File: src/rtl/pattern_latch_pkg.sv
package pattern_latch_pkg;
    localparam int GRP_W  = 4;
    localparam int N_GRP  = 2;
    localparam int DATA_W = GRP_W * N_GRP;
    localparam int ADDR_W = 3;

    typedef struct packed {
        logic [DATA_W-1:0] staged;
        logic [DATA_W-1:0] pins;
    } latch_state_t;
endpackage

File: src/rtl/pattern_latch_regif.sv
module pattern_latch_regif
    import pattern_latch_pkg::*;
#(
    parameter logic [ADDR_W-1:0] OFF_MAIN = 3'd5,
    parameter logic [ADDR_W-1:0] OFF_AUX  = 3'd7
) (
    input  logic              share_mode,
    input  logic [ADDR_W-1:0] addr,
    input  logic              wr,
    input  logic [DATA_W-1:0] staged_q,
    output logic [DATA_W-1:0] wr_mask,
    output logic [DATA_W-1:0] rdata
);
    localparam logic [GRP_W-1:0] ONES_G = '1;
    localparam logic [GRP_W-1:0] ZERO_G = '0;

    logic [DATA_W-1:0] vis_mask;

    always_comb begin
        // which staged bits are visible at this offset
        vis_mask = '0;
        if (addr == OFF_MAIN) begin
            vis_mask = share_mode ? '1 : {ONES_G, ZERO_G};
        end else if (addr == OFF_AUX && !share_mode) begin
            vis_mask = {ZERO_G, ONES_G};
        end
        rdata   = (staged_q & vis_mask) | ~vis_mask;
        wr_mask = wr ? vis_mask : '0;
    end
endmodule

File: src/rtl/pattern_latch_xfer.sv
module pattern_latch_xfer
    import pattern_latch_pkg::*;
(
    input  logic              share_mode,
    input  logic [N_GRP-1:0]  trig,
    input  logic [DATA_W-1:0] out_en,
    output logic [DATA_W-1:0] xfer_mask
);
    logic [N_GRP-1:0] fire;

    for (genvar g = 0; g < N_GRP; g++) begin : g_grp
        assign fire[g] = share_mode ? trig[0] : trig[g];
        assign xfer_mask[g*GRP_W +: GRP_W] = {GRP_W{fire[g]}} & out_en[g*GRP_W +: GRP_W];
    end
endmodule

File: src/rtl/pattern_latch.sv
module pattern_latch
    import pattern_latch_pkg::*;
(
    input  logic              clk,
    input  logic              rst_n,
    input  logic              hw_stby,
    input  logic              sw_stby,
    input  logic              share_mode,
    input  logic [ADDR_W-1:0] bus_addr,
    input  logic              bus_wr,
    input  logic [DATA_W-1:0] bus_wdata,
    output logic [DATA_W-1:0] bus_rdata,
    input  logic              trig0,
    input  logic              trig1,
    input  logic [DATA_W-1:0] out_en,
    output logic [DATA_W-1:0] pins
);
    latch_state_t      st_d, st_q;
    logic [DATA_W-1:0] wr_mask;
    logic [DATA_W-1:0] xfer_mask;

    pattern_latch_regif u_regif (
        .share_mode (share_mode),
        .addr       (bus_addr),
        .wr         (bus_wr),
        .staged_q   (st_q.staged),
        .wr_mask    (wr_mask),
        .rdata      (bus_rdata)
    );

    pattern_latch_xfer u_xfer (
        .share_mode (share_mode),
        .trig       ({trig1, trig0}),
        .out_en     (out_en),
        .xfer_mask  (xfer_mask)
    );

    always_comb begin
        st_d = st_q;
        if (hw_stby) begin
            st_d = '0;
        end else if (!sw_stby) begin
            // transfer uses the current staged value, before any write lands
            st_d.pins   = (st_q.pins & ~xfer_mask) | (st_q.staged & xfer_mask);
            st_d.staged = (st_q.staged & ~wr_mask) | (bus_wdata & wr_mask);
        end
    end

    always_ff @(posedge clk or negedge rst_n) begin
        if (!rst_n) st_q <= '0;
        else        st_q <= st_d;
    end

    assign pins = st_q.pins;
endmodule

File: config.mk
export PLATFORM = sky130hd
export DESIGN_NAME = pattern_latch
export DESIGN_NICKNAME = d
export VERILOG_FILES = /design/src/rtl/pattern_latch_pkg.sv /design/src/rtl/pattern_latch_regif.sv /design/src/rtl/pattern_latch_xfer.sv /design/src/rtl/pattern_latch.sv
export SDC_FILE = /design/constraint.sdc
export NUM_CORES = 1
export LEC_CHECK = 0
export ABC_CLOCK_PERIOD_IN_PS = 900
export BUFFER_PORTS_ARGS = -buffer_cell sky130_fd_sc_hd__clkbuf_2
export CAP_MARGIN = 20
export CORE_MARGIN = 3
export CORE_UTILIZATION = 25
export CTS_CLUSTER_SIZE = 28
export DETAILED_ROUTE_END_ITERATION = 16
export SLEW_MARGIN = 20
export SYNTH_ARGS = -nofsm -noshare
export SYNTH_HDL_FRONTEND = slang
export SYNTH_SLANG_ARGS = --single-unit
File: constraint.sdc
create_clock -name clk -period 0.9 [get_ports clk]
set_input_delay 0.135 -clock clk [delete_from_list [all_inputs] [get_ports clk]]
set_output_delay 0.135 -clock clk [all_outputs]
set_load 0.01 [all_outputs]
# ---- Word level (Yosys, flattened, before mapping)
# Index checks and enable logic that the tools add are counted.
dict set report word_totals {
  register_bits 16
  in_bits 27
  output_inout_bits 16
}
dict set report op_classes {
  eq_ne 3
  muxes 7
  bitwise_logic 13
  reduce_logical 2
}
# operator count
set ops {}
lappend ops {{$and 8x8->8} 5}
lappend ops {{$mux 16} 2}
lappend ops {{$not 8->8} 3}
lappend ops {{$or 8x8->8} 3}
lappend ops {{$mux 8} 2}
lappend ops {{$and 4x4->4} 2}
lappend ops {{$mux 4} 2}
lappend ops {{$eq 3x3->1 const B} 2}
lappend ops {{$ne 2x2->1 const B} 1}
lappend ops {{$logic_and 1x1->1} 1}
lappend ops {{$logic_not 1->1} 1}
lappend ops {{$mux 1} 1}

# ---- Depth between registers and ports, before layout
dict set report depth {
  word_depth 10
  ltp_mapped 4
  mapped_depth_nobuf 3
}

# ---- Modules after synthesis
# Synthesis repeated with hierarchy kept, for this count alone.
dict set report unflattened {
  cells_unflattened 112
  hier_area_um2 1147.4
}
# mod instances cells_each area_each_um2
set by_module_without_submodules {}
lappend by_module_without_submodules {pattern_latch 1 84 938.4}
lappend by_module_without_submodules {pattern_latch_regif 1 19 145.1}
lappend by_module_without_submodules {pattern_latch_xfer 1 9 63.8}

# ---- Least setup slack after synthesis
# OpenSTA, ideal clock, no wires.
dict set report synth_timing {
  path_type {input-to-reg}
  startpoint {input bus_addr[2]}
  endpoint {register st_q[12] in the netlist's numbering}
  setup_ns 0.079
  t_arrival_ns 0.997
  t_required_ns 0.821
  setup_slack_ns -0.176
  cell_stages 3
  n_path_buf 0
  path_cell_list {nand2_1 -> nor4b_2 -> mux2i_1}
}
dict set report synth_via {
  elab_chain_len 8
  elab_cells_between_ends 9
  cone_classes {eq/ne: 1; mux: 4; bitwise: 4}
}
# item line
set synth_rtl {}
lappend synth_rtl {{start, declared} pattern_latch.sv:9} ;# input logic [ADDR_W-1:0] bus_addr,
lappend synth_rtl {{$eq 3x3->1 *} pattern_latch_regif.sv:22} ;# if (addr == OFF_MAIN) begin
lappend synth_rtl {{$mux 8 *} pattern_latch_regif.sv:22}
lappend synth_rtl {{$mux 8 *} pattern_latch_regif.sv:28} ;# wr_mask = wr ? vis_mask : '0;
lappend synth_rtl {{$not 8->8} pattern_latch.sv:45} ;# st_d.staged = (st_q.staged & ~wr_mask) | (bus_wdata & wr_mask);
lappend synth_rtl {{$and 8x8->8} pattern_latch.sv:45}
lappend synth_rtl {{$or 8x8->8 *} pattern_latch.sv:45}
lappend synth_rtl {{$mux 16 *} pattern_latch.sv:42} ;# end else if (!sw_stby) begin
lappend synth_rtl {{$mux 16 *} pattern_latch.sv:40} ;# if (hw_stby) begin
lappend synth_rtl {{end signal, assigned} pattern_latch.sv:51} ;# else st_q <= st_d;
lappend synth_rtl {{end, declared} pattern_latch.sv:18} ;# latch_state_t st_d, st_q;
# Every way passes the cells marked *; elsewhere a longest branch is shown, timed or not. The select of a mux whose other input is x is not followed.
# A chain may end at the register's enable or synchronous reset.

# ---- Final worst setup path
dict set report layout_timing {
  startpoint {register st_q[14] in the netlist's numbering}
  endpoint {output bus_rdata[6]}
}
dict set report layout_via {
  elab_chain_len 2
}
# item line
set layout_rtl {}
lappend layout_rtl {{$and 8x8->8} pattern_latch_regif.sv:27} ;# rdata = (staged_q & vis_mask) | ~vis_mask;
lappend layout_rtl {{$or 8x8->8} pattern_latch_regif.sv:27}
lappend layout_rtl {{end, declared} pattern_latch.sv:12} ;# output logic [DATA_W-1:0] bus_rdata,
# No other way between the ends.

==> flow_metrics.py <==
metrics = {
    "outcome": {
        "status": "finished with violations",
        "violations": "setup timing",
    },
    "sta": {
        "max-slew-margin-rel": 0.718,
        "final-hold-violation-count": 0,
        "finalSetupViolations": 14,
        "rsz0062_at_grt": "true",
        "period_needed_ns": 1.28,
        "finalWorstSetupSlack_ns": -0.381,
        "maxSlewViolCount": 0,
        "worst_pin_slew_ns": 0.423,
        "timing.final.crit_share": 1.42,
        "max_freq_ghz": 0.780,
        "fin_worst_skew_ns": 0.000851,
    },
    "detailed_routing": {
        "wl_um": 2630,
        "postRouteAntennaNets": 0,
        "drc": 0,
        "first_iter_violations": 17,
        "via_per_inst": 4.39,
        "drt_pass1_iterations": 2,
        "wl_per_cell_um": 13.6,
        "num_vias": 848,
    },
    "power_and_ir_drop": {
        "combPwrFrac": 0.197,
        "seqPwrFrac": 0.424,
        "switching_share": 0.238,
        "p_leak_nw": 0.787,
        "switchingPower_w": 0.000408,
        "vdd_ir_drop_max_mv": 0.807,
        "power.density_nw_per_um2": 1110,
        "internal_power_w": 0.00131,
        "clockPowerShare": 0.378,
    },
    "job": {
        "cap_viol_max_count": 0,
    },
    "placed_design": {
        "dp_slack_ns": -0.254,
        "post-dp-hpwl_um": 1990,
        "routabilityCongestion": 0.680,
        "io_buffers": 42,
        "dpl_cell_area_um2": 1290,
        "placedCellCount": 175,
    },
    "critical_path": {
        "crit_chain": "or3_4 -> buf_6",
        "start_kind": "flop",
        "worst-path-buf-inv": 1,
        "criticalPathCategory": "flop to primary output",
        "crit_slowest_cell": "dfrtp_1",
        "worstPathArrival_ns": 1.15,
        "endpoint_kind": "primary output",
        "slowest_delay_ns": 0.39,
        "critical_path.top_delay_family": "flip-flops",
        "cp_data_required_time_ns": 0.76,
        "crit_path_max_fanout": 2,
    },
    "floorplanning": {
        "die_h_um": 67.9,
        "die_area_um2": 4610,
        "start_util": 0.272,
        "dieWidth_um": 67.9,
        "rows": 21,
        "io_pins": 43,
        "core-area_um2": 3520,
    },
    "grt": {
        "grt.overflow.total": 0,
        "grt_max_degree": 25,
        "antenna_found_initial": 0,
        "grt_usage": 0.123,
        "grt_pass1_vias": 909,
        "grt_pass1_wl_um": 4050,
    },
    "layout": {
        "fin_nets": 175,
        "drive_above_1_share": 0.571,
        "antenna_cells": 0,
        "final_cells": 193,
        "area_growth_pct": 61.0,
        "final_common_cell": "clkbuf_2",
        "layout_common_cells": "clkbuf_2 (34), buf_4 (20), nand2b_1 (18), mux2i_1 (16), dfrtp_1 (16)",
        "design_area_um2": 1540,
    },
    "synthesis": {
        "ys_warn_count": 0,
        "synth_mux_area_frac": 0.179,
        "synth_top_area_frac": 0.418,
        "ys_types": 13,
        "syn_inst": 88,
        "synth-compound-area-share": 0,
        "ys_ff_latch": 16,
        "synth-xor-area-share": 0.00914,
        "ys_seq_area_frac": 0.418,
        "syn_nets": 115,
        "yosys-top-cells-area": "dfrtp_1 (42%), mux2i_1 (17%), nand2b_1 (13%)",
        "synthesis.area_um2": 958,
        "synth_top_cell_by_area": "dfrtp_1",
        "yosys.area_share.simple": 0.316,
        "syn_avg_cell_area_um2": 10.9,
        "synth_top_family_by_area": "simple AND/OR/NAND/NOR gates",
        "synthAdderAreaFrac": 0,
    },
    "clock_network": {
        "cts.sinks": 16,
        "cts_root_buffer": "clkbuf_8",
        "clock_latency_ns": 0.25,
        "cts_max_path_buffers": 2,
        "clkTransAtPathRegs_ns": 0.07,
        "numCtsBuffers": 3,
        "h-tree-depth": 1,
        "cts_tree": "yes",
    },
    "worst_hold_path": {
        "hold_class": "primary input to flop",
    },
}
## power groups by stage
stage | Clock [W] | Sequential [W] | Combinational (W)
CTS | 0.000671 | 0.000727 | 0.000293
global placement | 0 | 0.000741 | 0.000274
global route | 0.000711 | 0.000727 | 0.000368
detailed placement | 0 | 0.000741 | 0.000283
finish | 0.000649 | 0.000728 | 0.000339
floorplan | 0 | 0.000741 | 0.000145
## state kept, by name (all words and copies together), names as in the netlist
| name | flops |
|---|---|
| st_q | 8 |
| pins | 8 |
## layout make-up
cell class / instances / area, um^2
multi-input combinational: 61 / 563
sequential: 16 / 400
tap: 46 / 57.6
fill: 351 / 1980
timing repair buffer: 66 / 467
clock buffer: 4 / 55.1
## synth_stat cells
| cell | instances |
|---|---|
| nor4b_2 | 1 |
| mux2i_1 | 16 |
| nor2_1 | 4 |
| clkbuf_1 | 2 |
| buf_4 | 9 |
| nand2b_1 | 20 |
| nand2_1 | 1 |
| nand3b_1 | 8 |
| mux2_2 | 1 |
| nor4b_4 | 1 |
| dfrtp_1 | 16 |
| xnor2_1 | 1 |
| or3_2 | 8 |
## cell families (layout without fill, tap and decap cells)
family	Yosys count	count (layout)
DFF	16	16
muxes	17	17
and+or+nand+nor	43	43
xor gates and xnor gates	1	1
buffers and inverters	11	70
## routing by layer
metal	track usage	part of all wire
met1	0.138	0.44
met2	0.220	0.46
met3	0.0476	0.091
met4	0.0298	0.0072
met5	0	0
## what timing repair did
item                                   in CTS  in global routing
resized for setup                           1                 26
setup endpoints to repair                  14                 19
setup buffers                               5                  8
endpoints found under the hold margin      16                  0
hold buffers                                1                  0
pin swaps                                   7                  3
## metrics by stage
| stage | total power (W) | hold slack [ns] | utilization | setup TNS [ns] |
|---|---|---|---|---|
| 2_1_floorplan | 0.000886 | -0.161 | - | -0.183 |
| 3_3_place_gp | 0.00101 | 0.0792 | 0.367 | -3.30 |
| 4_1_cts | 0.00169 | 0.113 | 0.398 | -3.02 |
| 5_1_grt | 0.00181 | 0.113 | 0.438 | -3.90 |
| 6_report | 0.00172 | 0.118 | 0.438 | -3.27 |
| 3_5_place_dp | 0.00102 | 0.0907 | 0.367 | -4.00 |
## worst register-to-register path, stage by stage (launching register included)
cell and delay (ns):
dfrtp_1 0.38, buf_4 0.13, buf_6 0.10, mux2i_1 0.13, nor2_1 0.05
## worst paths after layout
path	startpoint	to	slack, ns	cells past startpoint
setup / recovery	st_q[14]	bus_rdata[6]	-0.38	2
hold / removal	bus_wdata[5]	st_q[13]	0.12	3
setup reg to reg	st_q[11]	pins[3]	-0.01	4
hold reg to reg	pins[3]	pins[3]	0.53	2
max in group asynchronous	rst_n	st_q[14]	0.25	2
min in group asynchronous	rst_n	pins[2]	0.35	2
No activity file was read; power rests on OpenSTA's default activity.
